--- src/rtl/hour_ring_pkg.sv ---
package hour_ring_pkg;

  localparam int DIGW = 4;

  typedef logic [DIGW-1:0] bcd_t;

  typedef struct packed {
    bcd_t tens;
    bcd_t units;
  } hour_t;

  typedef struct packed {
    hour_t shown;
    logic  pm;
  } shown_t;

  // packed BCD pair to binary
  function automatic logic [6:0] hour_to_bin(hour_t h);
    return 7'({3'b000, h.tens}) * 7'd10 + 7'({3'b000, h.units});
  endfunction

  // binary (0..99) to packed BCD pair
  function automatic hour_t bin_to_hour(logic [6:0] b);
    hour_t r;
    r.tens  = bcd_t'(b / 7'd10);
    r.units = bcd_t'(b % 7'd10);
    return r;
  endfunction

  // 24-hour binary hour to 12-hour shown value plus afternoon flag
  function automatic shown_t to_twelve(hour_t h, logic [6:0] half);
    logic [6:0] b;
    logic [6:0] d;
    shown_t     r;
    b = hour_to_bin(h);
    if (b == 7'd0)     d = half;
    else if (b > half) d = b - half;
    else               d = b;
    r.shown = bin_to_hour(d);
    r.pm    = (b >= half);
    return r;
  endfunction

endpackage

--- src/rtl/hour_digit.sv ---
module hour_digit #(
  parameter int DIGW = 4,
  parameter int MAXV = 9
) (
  input  logic            clk_i,
  input  logic            rst_i,
  input  logic            inc_i,
  input  logic            dec_i,
  input  logic            ld_i,
  input  logic [DIGW-1:0] ld_val_i,
  output logic [DIGW-1:0] q_o,
  output logic            at_max_o,
  output logic            at_zero_o
);
  localparam logic [DIGW-1:0] MAXQ = DIGW'(MAXV);

  logic [DIGW-1:0] q_q;

  always_ff @(posedge clk_i) begin
    if (rst_i)      q_q <= '0;
    else if (ld_i)  q_q <= ld_val_i;
    else if (inc_i) q_q <= (q_q == MAXQ) ? '0 : q_q + 1'b1;
    else if (dec_i) q_q <= (q_q == '0) ? MAXQ : q_q - 1'b1;
  end

  assign q_o       = q_q;
  assign at_max_o  = (q_q == MAXQ);
  assign at_zero_o = (q_q == '0);

  AST_DIGIT_IN_RANGE: assert property (@(posedge clk_i) disable iff (rst_i)
    (inc_i || dec_i || ld_i) |=> (q_q <= MAXQ));

  AST_DIGIT_HOLD: assert property (@(posedge clk_i) disable iff (rst_i)
    (!inc_i && !dec_i && !ld_i) |=> $stable(q_q));
endmodule

--- src/rtl/hour_step_ctrl.sv ---
module hour_step_ctrl #(
  parameter int DIGW   = 4,
  parameter int LAST_T = 2,
  parameter int LAST_U = 3
) (
  input  logic            rst_i,
  input  logic            en_i,
  input  logic            down_i,
  input  logic [DIGW-1:0] tens_i,
  input  logic [DIGW-1:0] units_i,
  input  logic            u_at_max_i,
  input  logic            u_at_zero_i,
  input  logic            t_at_zero_i,
  output logic            u_inc_o,
  output logic            u_dec_o,
  output logic            t_inc_o,
  output logic            t_dec_o,
  output logic            ld_o,
  output logic [DIGW-1:0] ld_t_o,
  output logic [DIGW-1:0] ld_u_o,
  output logic            at_last_o,
  output logic            at_first_o,
  output logic            tc_o
);
  assign at_last_o  = (tens_i == DIGW'(LAST_T)) && (units_i == DIGW'(LAST_U));
  assign at_first_o = t_at_zero_i && u_at_zero_i;

  always_comb begin
    u_inc_o = 1'b0;
    u_dec_o = 1'b0;
    t_inc_o = 1'b0;
    t_dec_o = 1'b0;
    ld_o    = 1'b0;
    ld_t_o  = '0;
    ld_u_o  = '0;
    if (en_i) begin
      if (!down_i) begin
        if (at_last_o) ld_o = 1'b1;
        else begin
          u_inc_o = 1'b1;
          t_inc_o = u_at_max_i;
        end
      end else begin
        if (at_first_o) begin
          ld_o   = 1'b1;
          ld_t_o = DIGW'(LAST_T);
          ld_u_o = DIGW'(LAST_U);
        end else begin
          u_dec_o = 1'b1;
          t_dec_o = u_at_zero_i;
        end
      end
    end
  end

  assign tc_o = !rst_i && en_i && (down_i ? at_first_o : at_last_o);

  always_comb begin
    if (!rst_i) begin
      AST_ONE_ACTION: assert ($countones({u_inc_o, u_dec_o, ld_o}) <= 1);
    end
  end
endmodule

--- src/rtl/hour_code_map.sv ---
module hour_code_map
  import hour_ring_pkg::*;
#(
  parameter int HOURS = 24
) (
  input  logic  mode12_i,
  input  hour_t hour_i,
  output hour_t shown_o,
  output logic  pm_o
);
  localparam logic [6:0] HALF = 7'(HOURS / 2);

  shown_t twelve;

  always_comb begin
    twelve = to_twelve(hour_i, HALF);
    if (mode12_i) begin
      shown_o = twelve.shown;
      pm_o    = twelve.pm;
    end else begin
      shown_o = hour_i;
      pm_o    = 1'b0;
    end
  end
endmodule

--- src/rtl/hour_ring_bcd.sv ---
module hour_ring_bcd
  import hour_ring_pkg::*;
#(
  parameter int HOURS = 24
) (
  input  logic            clk_i,
  input  logic            rst_i,
  input  logic            en_i,
  input  logic            down_i,
  input  logic            mode12_i,
  output logic [DIGW-1:0] tens_o,
  output logic [DIGW-1:0] units_o,
  output logic            pm_o,
  output logic            tc_o
);
  localparam int LAST   = HOURS - 1;
  localparam int LAST_T = LAST / 10;
  localparam int LAST_U = LAST % 10;

  logic            u_inc, u_dec, t_inc, t_dec, ld;
  logic [DIGW-1:0] ld_t, ld_u;
  logic            u_at_max, u_at_zero, t_at_max, t_at_zero;
  logic            at_last, at_first;
  hour_t           hour_q;
  hour_t           shown;

  hour_digit #(.DIGW(DIGW), .MAXV(9)) u_units (
    .clk_i(clk_i), .rst_i(rst_i), .inc_i(u_inc), .dec_i(u_dec),
    .ld_i(ld), .ld_val_i(ld_u), .q_o(hour_q.units),
    .at_max_o(u_at_max), .at_zero_o(u_at_zero)
  );

  hour_digit #(.DIGW(DIGW), .MAXV(9)) u_tens (
    .clk_i(clk_i), .rst_i(rst_i), .inc_i(t_inc), .dec_i(t_dec),
    .ld_i(ld), .ld_val_i(ld_t), .q_o(hour_q.tens),
    .at_max_o(t_at_max), .at_zero_o(t_at_zero)
  );

  hour_step_ctrl #(.DIGW(DIGW), .LAST_T(LAST_T), .LAST_U(LAST_U)) u_ctrl (
    .rst_i(rst_i), .en_i(en_i), .down_i(down_i),
    .tens_i(hour_q.tens), .units_i(hour_q.units),
    .u_at_max_i(u_at_max), .u_at_zero_i(u_at_zero), .t_at_zero_i(t_at_zero),
    .u_inc_o(u_inc), .u_dec_o(u_dec), .t_inc_o(t_inc), .t_dec_o(t_dec),
    .ld_o(ld), .ld_t_o(ld_t), .ld_u_o(ld_u),
    .at_last_o(at_last), .at_first_o(at_first), .tc_o(tc_o)
  );

  hour_code_map #(.HOURS(HOURS)) u_map (
    .mode12_i(mode12_i), .hour_i(hour_q), .shown_o(shown), .pm_o(pm_o)
  );

  assign tens_o  = shown.tens;
  assign units_o = shown.units;

  AST_RESET_ZERO: assert property (@(posedge clk_i)
    rst_i |=> (hour_q == '0));

  AST_HOLD: assert property (@(posedge clk_i) disable iff (rst_i)
    !en_i |=> $stable(hour_q));

  AST_UP_WRAP: assert property (@(posedge clk_i) disable iff (rst_i)
    (en_i && !down_i && at_last) |=> (hour_q == '0));

  AST_DN_WRAP: assert property (@(posedge clk_i) disable iff (rst_i)
    (en_i && down_i && at_first) |=> (hour_to_bin(hour_q) == 7'(LAST)));

  AST_IN_DAY: assert property (@(posedge clk_i) disable iff (rst_i)
    en_i |=> (hour_to_bin(hour_q) <= 7'(LAST)));

  AST_TC_AT_EDGE: assert property (@(posedge clk_i) disable iff (rst_i)
    tc_o |-> (at_last || at_first));

  AST_PM_ONLY_12H: assert property (@(posedge clk_i) disable iff (rst_i)
    pm_o |-> mode12_i);

  AST_TENS_12H: assert property (@(posedge clk_i) disable iff (rst_i)
    mode12_i |-> (tens_o <= 4'd1) && !(tens_o == 4'd0 && units_o == 4'd0));

  logic unused_ok;
  assign unused_ok = t_at_max;
endmodule

--- config.mk ---
export PLATFORM = sky130hd
export DESIGN_NAME = hour_ring_bcd
export DESIGN_NICKNAME = d
export VERILOG_FILES = /design/src/rtl/hour_ring_pkg.sv /design/src/rtl/hour_digit.sv /design/src/rtl/hour_step_ctrl.sv /design/src/rtl/hour_code_map.sv /design/src/rtl/hour_ring_bcd.sv
export SDC_FILE = /design/constraint.sdc
export NUM_CORES = 1
export LEC_CHECK = 0
export BUFFER_PORTS_ARGS = -buffer_cell sky130_fd_sc_hd__buf_2
export CORE_UTILIZATION = 65
export CTS_CLUSTER_DIAMETER = 30
export CTS_CLUSTER_SIZE = 16
export DETAILED_ROUTE_END_ITERATION = 12
export HOLD_SLACK_MARGIN = 0.02
export PLACE_DENSITY = 0.93
export RECOVER_POWER = 50
export SLEW_MARGIN = 20
export SYNTH_ARGS = -nofsm -noshare
export SYNTH_HDL_FRONTEND = slang
export SYNTH_SLANG_ARGS = --single-unit
--- constraint.sdc ---
create_clock -name clk_i -period 11.45 [get_ports clk_i]
set_input_delay 0.5725 -clock clk_i [delete_from_list [all_inputs] [get_ports clk_i]]
set_output_delay 0.5725 -clock clk_i [all_outputs]
set_load 0.02 [all_outputs]
== Yosys cells after proc, flatten, opt, wreduce, memory -nomap -nowiden ==
Cells that the tools add are included.
Widths: inputs -> output; s select.

* $add $sub $neg: 6
* $mul: 1
* Div/mod/pow operators: 2
* Magnitude comparators: 2
* Equality and inequality tests: 4
* Shift-type cells: 0
* Multiplexer cells: 37
* Bitwise operators: 0
* Reduce and logical (&&, ||, !) cells: 10

{| class="wikitable"
|+ Operators by type and width
! operator !! number
|-
| $mux 4 || 14
|-
| $mux 1 || 18
|-
| $mux 7 || 2
|-
| $add 4x1->4 const B || 2
|-
| $eq 4x2->1 const B || 2
|-
| $eq 4x4->1 const B || 2
|-
| $logic_not 4->1 || 2
|-
| $mux 8 || 1
|-
| $sub 4x1->4 const B || 2
|-
| $add 7x4->7 || 1
|-
| $div 7x4->7 const B || 1
|-
| $ge 7x4->1 const B || 1
|-
| $gt 7x4->1 const B || 1
|-
| $logic_not 7->1 || 1
|-
| $mod 7x4->7 const B || 1
|-
| $sub 7x4->7 const B || 1
|-
| $mul 4x3->6 const B || 1
|-
| $reduce_bool 3->1 || 2
|-
| $logic_and 1x1->1 || 4
|-
| $mux 2 || 2
|-
| $logic_not 1->1 || 1
|}

* Register bits after elaboration: 8
* Bits in latches: 0
* RAM bits: 0
* ROM bits: 0
* Input port bits: 5
* Output and inout port bits: 10
* Logic and storage cells: 64
* Memories kept: 0

== Depth between registers and ports, before layout ==
Gate-level depths: netlist (run 1).

* Depth after elaboration: 8
* Depth in mapped cells: 18

== Hierarchy ==
From an unflattened synthesis (run 1), not the netlist that was laid out.

* Cells, all modules: 308
* Area total of the unflattened synthesis: 2238.4 um^2

{| class="wikitable"
|+ By module, submodules not included
! module !! instances !! cells each !! area each (um^2) !! sequential area each (um^2)
|-
| hour_code_map || 1 || 190 || 1391.3 || 0.0
|-
| hour_digit || 2 || 47 || 337.8 || 80.1
|-
| hour_step_ctrl || 1 || 24 || 171.4 || 0.0
|}

== Worst setup path after synthesis (run 1) ==
Ideal clock, no wire load.

* Kind: flip-flop to output port
* Start point: register u_tens.q_q[1] (netlist: u_tens.q_o[1])
* End point: output port units_o[1]
* Data arrival time: 4.199 ns
* Path slack: 6.679 ns
* Stages on the path, launching flop included: 18
* Cell sequence: dfxtp_1 -> ha_1 -> ha_1 -> inv_1 -> fa_1 -> xor3_1 -> a211o_1 -> a222oi_1 -> o32ai_4 -> a21oi_2 -> nand3_1 -> o41ai_1 -> or3_4 -> inv_1 -> ha_1 -> nor3_1 -> o21ai_0 -> a41oi_1

* Cells in the longest elaborated chain, start to end: 7

{| class="wikitable"
|+ RTL lines
! item !! line !! text
|-
| start, declared || hour_digit.sv:17 || <nowiki>logic [DIGW-1:0] q_q;</nowiki>
|-
| start signal, assigned || hour_digit.sv:21 || <nowiki>else if (ld_i) q_q <= ld_val_i;</nowiki>
|-
| start signal, assigned || hour_digit.sv:22 || <nowiki>else if (inc_i) q_q <= (q_q == MAXQ) ? '0 : q_q + 1'b1;</nowiki>
|-
| start signal, assigned || hour_digit.sv:23 || <nowiki>else if (dec_i) q_q <= (q_q == '0) ? MAXQ : q_q - 1'b1;</nowiki>
|-
| $mul 4x3->6 (*) || hour_ring_pkg.sv:19 || <nowiki>return 7'({3'b000, h.tens}) * 7'd10 + 7'({3'b000, h.units});</nowiki>
|-
| $add 7x4->7 (*) || hour_ring_pkg.sv:19 ||
|-
| $sub 7x4->7 or $gt 7x4->1 (tied branches) || hour_ring_pkg.sv:37 || <nowiki>else if (b > half) d = b - half;</nowiki>
|-
| $mux 7 || hour_ring_pkg.sv:37 ||
|-
| $mux 7 (*) || hour_ring_pkg.sv:36 || <nowiki>if (b == 7'd0) d = half;</nowiki>
|-
| $mod 7x4->7 (*) || hour_ring_pkg.sv:26 || <nowiki>r.units = bcd_t'(b % 7'd10);</nowiki>
|-
| $mux 8 (*) || hour_code_map.sv:17 || <nowiki>if (mode12_i) begin</nowiki>
|-
| end, declared || hour_ring_bcd.sv:12 || <nowiki>output logic [DIGW-1:0] units_o,</nowiki>
|}

Mark *: on every way between the ends. The rest lies on a longest branch, timed or not.

== Worst setup path in the final report (run 1) ==
* Start point: register u_tens.q_q[3] (netlist: u_tens.q_o[3])
* End point: output port units_o[2]

The elaborated chain is that of the path after synthesis.

==> flow_summary.yaml, run 1 <==
outcome:
  outcome: "finished, violations left"
  violations: "design-rule violations"
global_route:
  grt_use_total_pct: 34.17
  grt.overflow.total: 0
  grt_pass1_vias: 1624
  grt_pass1_wl_um: 7134
  antenna_found_initial: 0
  grt_max_degree: 19
final_layout:
  nets: 272
  final_layout_size_suffix_gt1_share_pct: 9.881
  stdcell_count: 283
  utilization_pct: 71.56
  antenna-diode-count: 0
  area_growth_pct: 4.698
synthesis:
  ys_types: 56
  ys_seq_elements: 8
  synthCells: 247
  synth_edf_count: 0
  yosys_warnings: 0
  yosysTopAreaCellShare_pct: 9.545
  yosysMostFrequentCell: "nor2_1"
  ys_top_cells_by_count: "30 x nor2_1, 22 x nand2_1, 20 x a21oi_1"
  ys.flop_type: "dfxtp_1"
  synth_async_sr_flop_share_pct: 0
  synth-seq-area-share_pct: 9.545
  avgSynthCellArea_um2: 6.793
  synth_fp_nets: 264
  synth.area.top_cells: "dfxtp_1 9.5%, ha_1 7.5%, nor2_1 6.7%, a21oi_1 6.0%, o21ai_0 5.7%"
  synth_top_area_cell: "dfxtp_1"
  synth_area_mm2: 0.001678
worst_setup_path:
  startpoint_type: "flip-flop"
  crit_chain: "ha_1, ha_1, inv_1, fa_1, nor2b_1, a31oi_1, nand2_1, mux2i_1, a221oi_1, o41ai_1, or3_4, inv_1, ha_1, nand2_1, a211o_1, a31o_1, buf_2"
  critical_path_buf_inv_count: 3
  crit_top_cell: "ha_1"
  cp.required_ns: 10.88
  crit_type: "reg2out"
  crit_family: "compound AO/OA/AOI/OAI gates"
  endpoint_kind: "primary output"
  cp_data_arrival_time_ns: 5.31
  critical_path.max_fanout: 10
  slowest_delay_ns: 0.71
  cp_slowest_cell: "a221oi_1"
  r2r_slack_ns: 8.61
routing:
  wl_per_cell_um: 15.32
  postRouteAntennaNets: 0
  routed_wl_um: 4336
  dr.pass1.iters: 8
  drtIter0Drc: 124
  vias: 1941
  drc_errors: 1
  vias_per_cell: 6.859
power_and_ir_drop:
  pwr-share-comb_pct: 75.9
  swShare_pct: 53.48
  p_per_area_mw_per_mm2: 138.5
  power_leakage_nw: 0.7067
  pwr-share-clk_pct: 8.8
  vdd_drop_max_mv: 0.1420
  internal_power_mw: 0.1132
  p_sw_mw: 0.1301
  pwr-share-seq_pct: 15.3
sta:
  tightestPinTransition_ns: 0.8941
  fin_crit_ns: 5.883
  max-slew-margin-rel_pct: 40.12
  setup_viol: 0
  hold_slack_ns: 0.6085
  setup_tns_ns: 0
  rsz0062_at_grt: "no"
  max_freq_mhz: 170.0
  finClkSkew_ns: 0.006585
  drv_slew: 0
  post-route-period-util_pct: 51.38
  finalHoldViolCount: 0
floorplan:
  die_area_mm2: 0.002788
  num_rows: 18
  io_pins: 15
  die_w_um: 52.81
  initial_utilization_pct: 68.35
  die_y_um: 52.81
  core-area_mm2: 0.002455
clock_network:
  hold_buffers: 0
  clock-sinks: 8
  cts_tree: "yes"
  postCtsSetupBuffers: 0
  root_buffer: "clkbuf_4"
  clock_latency_ns: 0.26
  cts.repair.resized: 0
  cts-buffers-inserted: 3
  cts.path.max_buffers: 2
  clk_pin_slew_ns: 0.05
  htree_levels: 1
placed_design:
  dp_cells: 280
  io_buffer_count: 14
  gp_congestion: 0.9400
  place_hpwl_um: 3268
hold_path:
  hold_class: "reg2reg"
flow_run:
  maxCapViolCount: 0
-- layout by cell type (no fill, tap or decap), types with 2 or more instances in the layout --
cell / count
dfxtp_1: 8
clkbuf_1: 2
o21ai_1: 3
a221o_1: 2
nand2_1: 22
mux2i_1: 4
a211oi_1: 4
nor3_1: 6
or3_1: 3
ha_1: 10
nor2b_1: 2
nand3_1: 18
xnor2_1: 6
inv_1: 14
o21ai_0: 19
a21oi_1: 20
and2_1: 2
clkbuf_4: 3
o41ai_1: 2
a31oi_1: 7
nand2b_1: 6
xor2_1: 5
a211o_1: 2
nor2_1: 30
and3_1: 2
a21o_1: 2
o22ai_1: 2
a41oi_1: 2
buf_2: 12
nand4_1: 4
fa_1: 2
a221oi_1: 3
-- through the flow --
stage	power, mW	worst slack (ns)	instance area, um^2
after floorplan	0.1819	6.679	1678
after global placement	0.2126	6.068	1737
after detailed placement	0.2169	5.935	1737
after CTS	0.2393	5.650	1759
after global routing	0.2638	5.263	1757
final	0.2433	5.567	1757
-- flip-flops by register name, summed over array words and instances, names as in the netlist --
| register | count |
|---|---|
| u_tens.q_o | 4 |
| u_units.q_o | 4 |
-- power by group through the flow --
stage / clock, mW / sequential (mW) / combinational (mW)
2_1_floorplan: 0 / 0.0329 / 0.149
3_3_place_gp: 0 / 0.0374 / 0.175
3_5_place_dp: 0 / 0.0375 / 0.179
4_1_cts: 0.0218 / 0.0370 / 0.181
5_1_grt: 0.0232 / 0.0379 / 0.203
6_report: 0.0215 / 0.0371 / 0.185
-- metal layers --
layer	GRT usage [%]	vias to the layer above	wire (um)
met5	0	-	0
met4	7.895	0	29
met3	7.246	5	419
met2	51.90	105	2004
met1	48.45	890	1882
li1	-	941	-
-- cell families after synthesis --
family	Yosys count	synth area share, %
DFF	8	9.545
adders and majority gates	12	9.843
buffers and inverters	25	6.040
muxes	5	3.057
xor gates and xnor gates	12	7.159
AOI/OAI and AO/OA	83	34.23
and+or+nand+nor	102	30.13
-- tightest hold or removal path, delay by kind of cell (launching register included) --
family,cells,cell delay (ns)
flops,1,0.37
simple gates,1,0.04
compound gates,1,0.15
-- worst paths after layout --
| kind | start | endpoint | cells after the start |
|---|---|---|---|
| hold / removal | u_tens.q_o[2]$_SDFFE_PP0P_ | u_tens.q_o[2]$_SDFFE_PP0P_ | 2 |
| setup reg to reg | u_tens.q_o[3]$_SDFFE_PP0P_ | u_tens.q_o[1]$_SDFFE_PP0P_ | 7 |
| hold reg to reg | u_tens.q_o[2]$_SDFFE_PP0P_ | u_tens.q_o[2]$_SDFFE_PP0P_ | 2 |
| setup / recovery | u_tens.q_o[3]$_SDFFE_PP0P_ | units_o[2] | 17 |
-- layout make-up --
cell class                      instances  area [um^2]
Inverter                               14        52.55
Fill cell                             205        698.2
Clock buffer                            3        22.52
Sequential cell                         8        160.2
Tap cell                               30        37.54
Timing Repair Buffer                   14        67.56
Multi-Input combinational cell        214         1416
(Power assumes the default switching activity.)
==> inputs of run 2 (changes only) <==
--- a/config.mk
+++ b/config.mk
@@ -6,12 +6,12 @@
 export NUM_CORES = 1
 export LEC_CHECK = 0
 export BUFFER_PORTS_ARGS = -buffer_cell sky130_fd_sc_hd__buf_2
-export CORE_UTILIZATION = 65
+export CORE_UTILIZATION = 61
 export CTS_CLUSTER_DIAMETER = 30
 export CTS_CLUSTER_SIZE = 16
 export DETAILED_ROUTE_END_ITERATION = 12
 export HOLD_SLACK_MARGIN = 0.02
-export PLACE_DENSITY = 0.93
+export PLACE_DENSITY = 0.88
 export RECOVER_POWER = 50
 export SLEW_MARGIN = 20
 export SYNTH_ARGS = -nofsm -noshare
==> constraint.sdc (replaced) <==
create_clock -name clk_i -period 5.65 [get_ports clk_i]
set_input_delay 0.2825 -clock clk_i [delete_from_list [all_inputs] [get_ports clk_i]]
set_output_delay 0.2825 -clock clk_i [all_outputs]
set_load 0.02 [all_outputs]
==> run 2 against run 1 <==
First-iteration DRC count is 33% lower. Critical endpoint is now units_o[1]. The flow now finishes without violations. Cell count is 1.1% higher. Critical path type unchanged. Largest cell class unchanged. Combinational power is 100% higher.
==> flow_summary.yaml, run 2 (synthesis results as in run 1) <==
power_and_ir_drop:
  vdd_drop_max_mv: 0.2796
  swShare_pct: 52.32
  pwr-share-seq_pct: 15.1
  p_per_area_mw_per_mm2: 277.3
  pwr-share-comb_pct: 76.1
  power_leakage_nw: 0.7242
  p_sw_mw: 0.2601
  internal_power_mw: 0.2370
  pwr-share-clk_pct: 8.8
  total_power_mw: 0.4971
routing:
  vias: 1880
  drc_errors: 0
  wl_per_cell_um: 14.33
  postRouteAntennaNets: 0
  vias_per_cell: 6.573
  drtIter0Drc: 83
  routed_wl_um: 4099
  dr.pass1.iters: 5
final_layout:
  utilization_pct: 70.45
  antenna-diode-count: 0
  layout_commonest_cell: "nor2_1"
  final_layout_size_suffix_gt1_share_pct: 11.72
  area_growth_pct: 6.861
  layout_common_cells: "30 x nor2_1, 22 x nand2_1, 20 x a21oi_1"
  nets: 275
clock_network:
  htree_levels: 1
  cts.path.max_buffers: 2
  clk_pin_slew_ns: 0.05
  clock_latency_ns: 0.25
  cts_tree: "yes"
  postCtsSetupBuffers: 0
  hold_buffers: 0
  clock-sinks: 8
  root_buffer: "clkbuf_4"
  cts.repair.resized: 0
  cts-buffers-inserted: 3
worst_setup_path:
  critical_path.max_fanout: 16
  cp.required_ns: 5.37
  r2r_slack_ns: 2.90
  crit_top_cell: "ha_1"
  timing.rr.start: "u_tens.q_o[0]$_SDFFE_PP0P_"
  crit_type: "reg2out"
  crit_family: "compound AO/OA/AOI/OAI gates"
  crit_end: "units_o[1]"
  cp_slowest_cell: "dfxtp_1"
  cp_num_cells: 18
  crit_chain: "ha_1, ha_1, inv_1, fa_1, xor3_1, a211o_1, a222oi_1, o32ai_4, a21oi_2, nand3_1, o41ai_1, or3_4, inv_1, ha_1, nor3_1, o21ai_0, a41oi_1, buf_2"
  startpoint_type: "flip-flop"
  critical_path_buf_inv_count: 3
  endpoint_kind: "primary output"
  crit_start: "u_tens.q_o[0]$_SDFFE_PP0P_"
  slowest_delay_ns: 0.62
  cp_data_arrival_time_ns: 4.96
  timing.rr.end: "u_tens.q_o[1]$_SDFFE_PP0P_"
  reg2reg_depth: 7
global_route:
  antenna_found_initial: 0
  grt_max_degree: 19
  grt_use_total_pct: 30.81
  grt.overflow.total: 0
  grt_pass1_wl_um: 6858
  grt_pass1_vias: 1559
sta:
  drv_slew: 0
  setup_tns_ns: 0
  setup_viol: 0
  max_freq_mhz: 190.7
  hold_slack_ns: 0.3057
  layout_setup_ws_ns: 0.4063
  finalHoldViolCount: 0
  max-slew-margin-rel_pct: 42.37
  tightestPinTransition_ns: 0.8604
  post-route-period-util_pct: 92.81
  finClkSkew_ns: 0.0003725
  rsz0062_at_grt: "no"
  fin_crit_ns: 5.244
placed_design:
  io_buffer_count: 14
  place_hpwl_um: 3049
  dp_slack_ns: 0.6068
  gp_congestion: 0.9551
floorplan:
  die_area_mm2: 0.002964
  die_w_um: 54.45
  io_pins: 15
  initial_utilization_pct: 65.93
  core-area_mm2: 0.002545
  num_rows: 18
  die_y_um: 54.45
hold_path:
  hold_class: "in2reg"
flow_run:
  maxCapViolCount: 0
outcome:
  outcome: "completed"
==> run 2: changes by cell type in the layout (fill, tap and decap cells not counted) <==
cell      delta
xor2_2       +1
a221oi_1     -1
buf_4        +3
xor2_1       -1
a221oi_2     +1
==> run 2: cell type report <==
| type | count | area [um^2] |
|---|---|---|
| inverters | 14 | 52.55 |
| multi-input cells | 214 | 1430 |
| flip-flops and latches | 8 | 160.2 |
| well taps | 30 | 37.54 |
| fillers | 225 | 752.0 |
| clock buffers | 3 | 22.52 |
| repair buffers | 17 | 90.09 |
==> run 2: metal layers <==
metal	track usage, %	wire, um	up-vias
met5	0	0	-
met4	1.282	26	0
met3	6.667	367	4
met2	46.54	1780	86
met1	46.14	1924	848
li1	-	-	942
==> run 2: worst reg2reg max path: stages (launching register included) <==
cell,delay (ns)
dfxtp_1,0.62
nor3_1,0.15
a31oi_1,0.69
nand4b_1,0.45
nand2_1,0.20
nor2_1,0.10
or3_1,0.36
a21oi_1,0.12
==> run 2: worst min-delay path by stage <==
stage          slack [ns]  cells past startpoint                     endpoint                   startpoint
6_report             0.31                      2  u_units.q_o[3]$_SDFFE_PP0P_                        rst_i
5_1_grt              0.32                      2   u_tens.q_o[2]$_SDFFE_PP0P_                        rst_i
4_1_cts              0.31                      2  u_units.q_o[3]$_SDFFE_PP0P_                        rst_i
3_5_place_dp         0.57                      2  u_units.q_o[3]$_SDFFE_PP0P_                        rst_i
3_3_place_gp         0.57                      2   u_tens.q_o[1]$_SDFFE_PP0P_                        rst_i
2_1_floorplan        0.55                      2  u_units.q_o[3]$_SDFFE_PP0P_  u_units.q_o[3]$_SDFFE_PP0P_
==> run 2: power by group through the flow <==
stage          clock network, mW  logic, mW  registers, mW
2_1_floorplan                  0      0.302         0.0667
3_3_place_gp                   0      0.361         0.0759
3_5_place_dp                   0      0.366         0.0762
4_1_cts                   0.0436      0.370         0.0751
5_1_grt                   0.0474      0.418         0.0769
6_report                  0.0437      0.378         0.0753
==> run 2: through the flow <==
step,area (um^2),std cells
2_1_floorplan,1678,247
6_report,1793,286
3_5_place_dp,1759,283
4_1_cts,1782,286
5_1_grt,1793,286
3_3_place_gp,1759,283
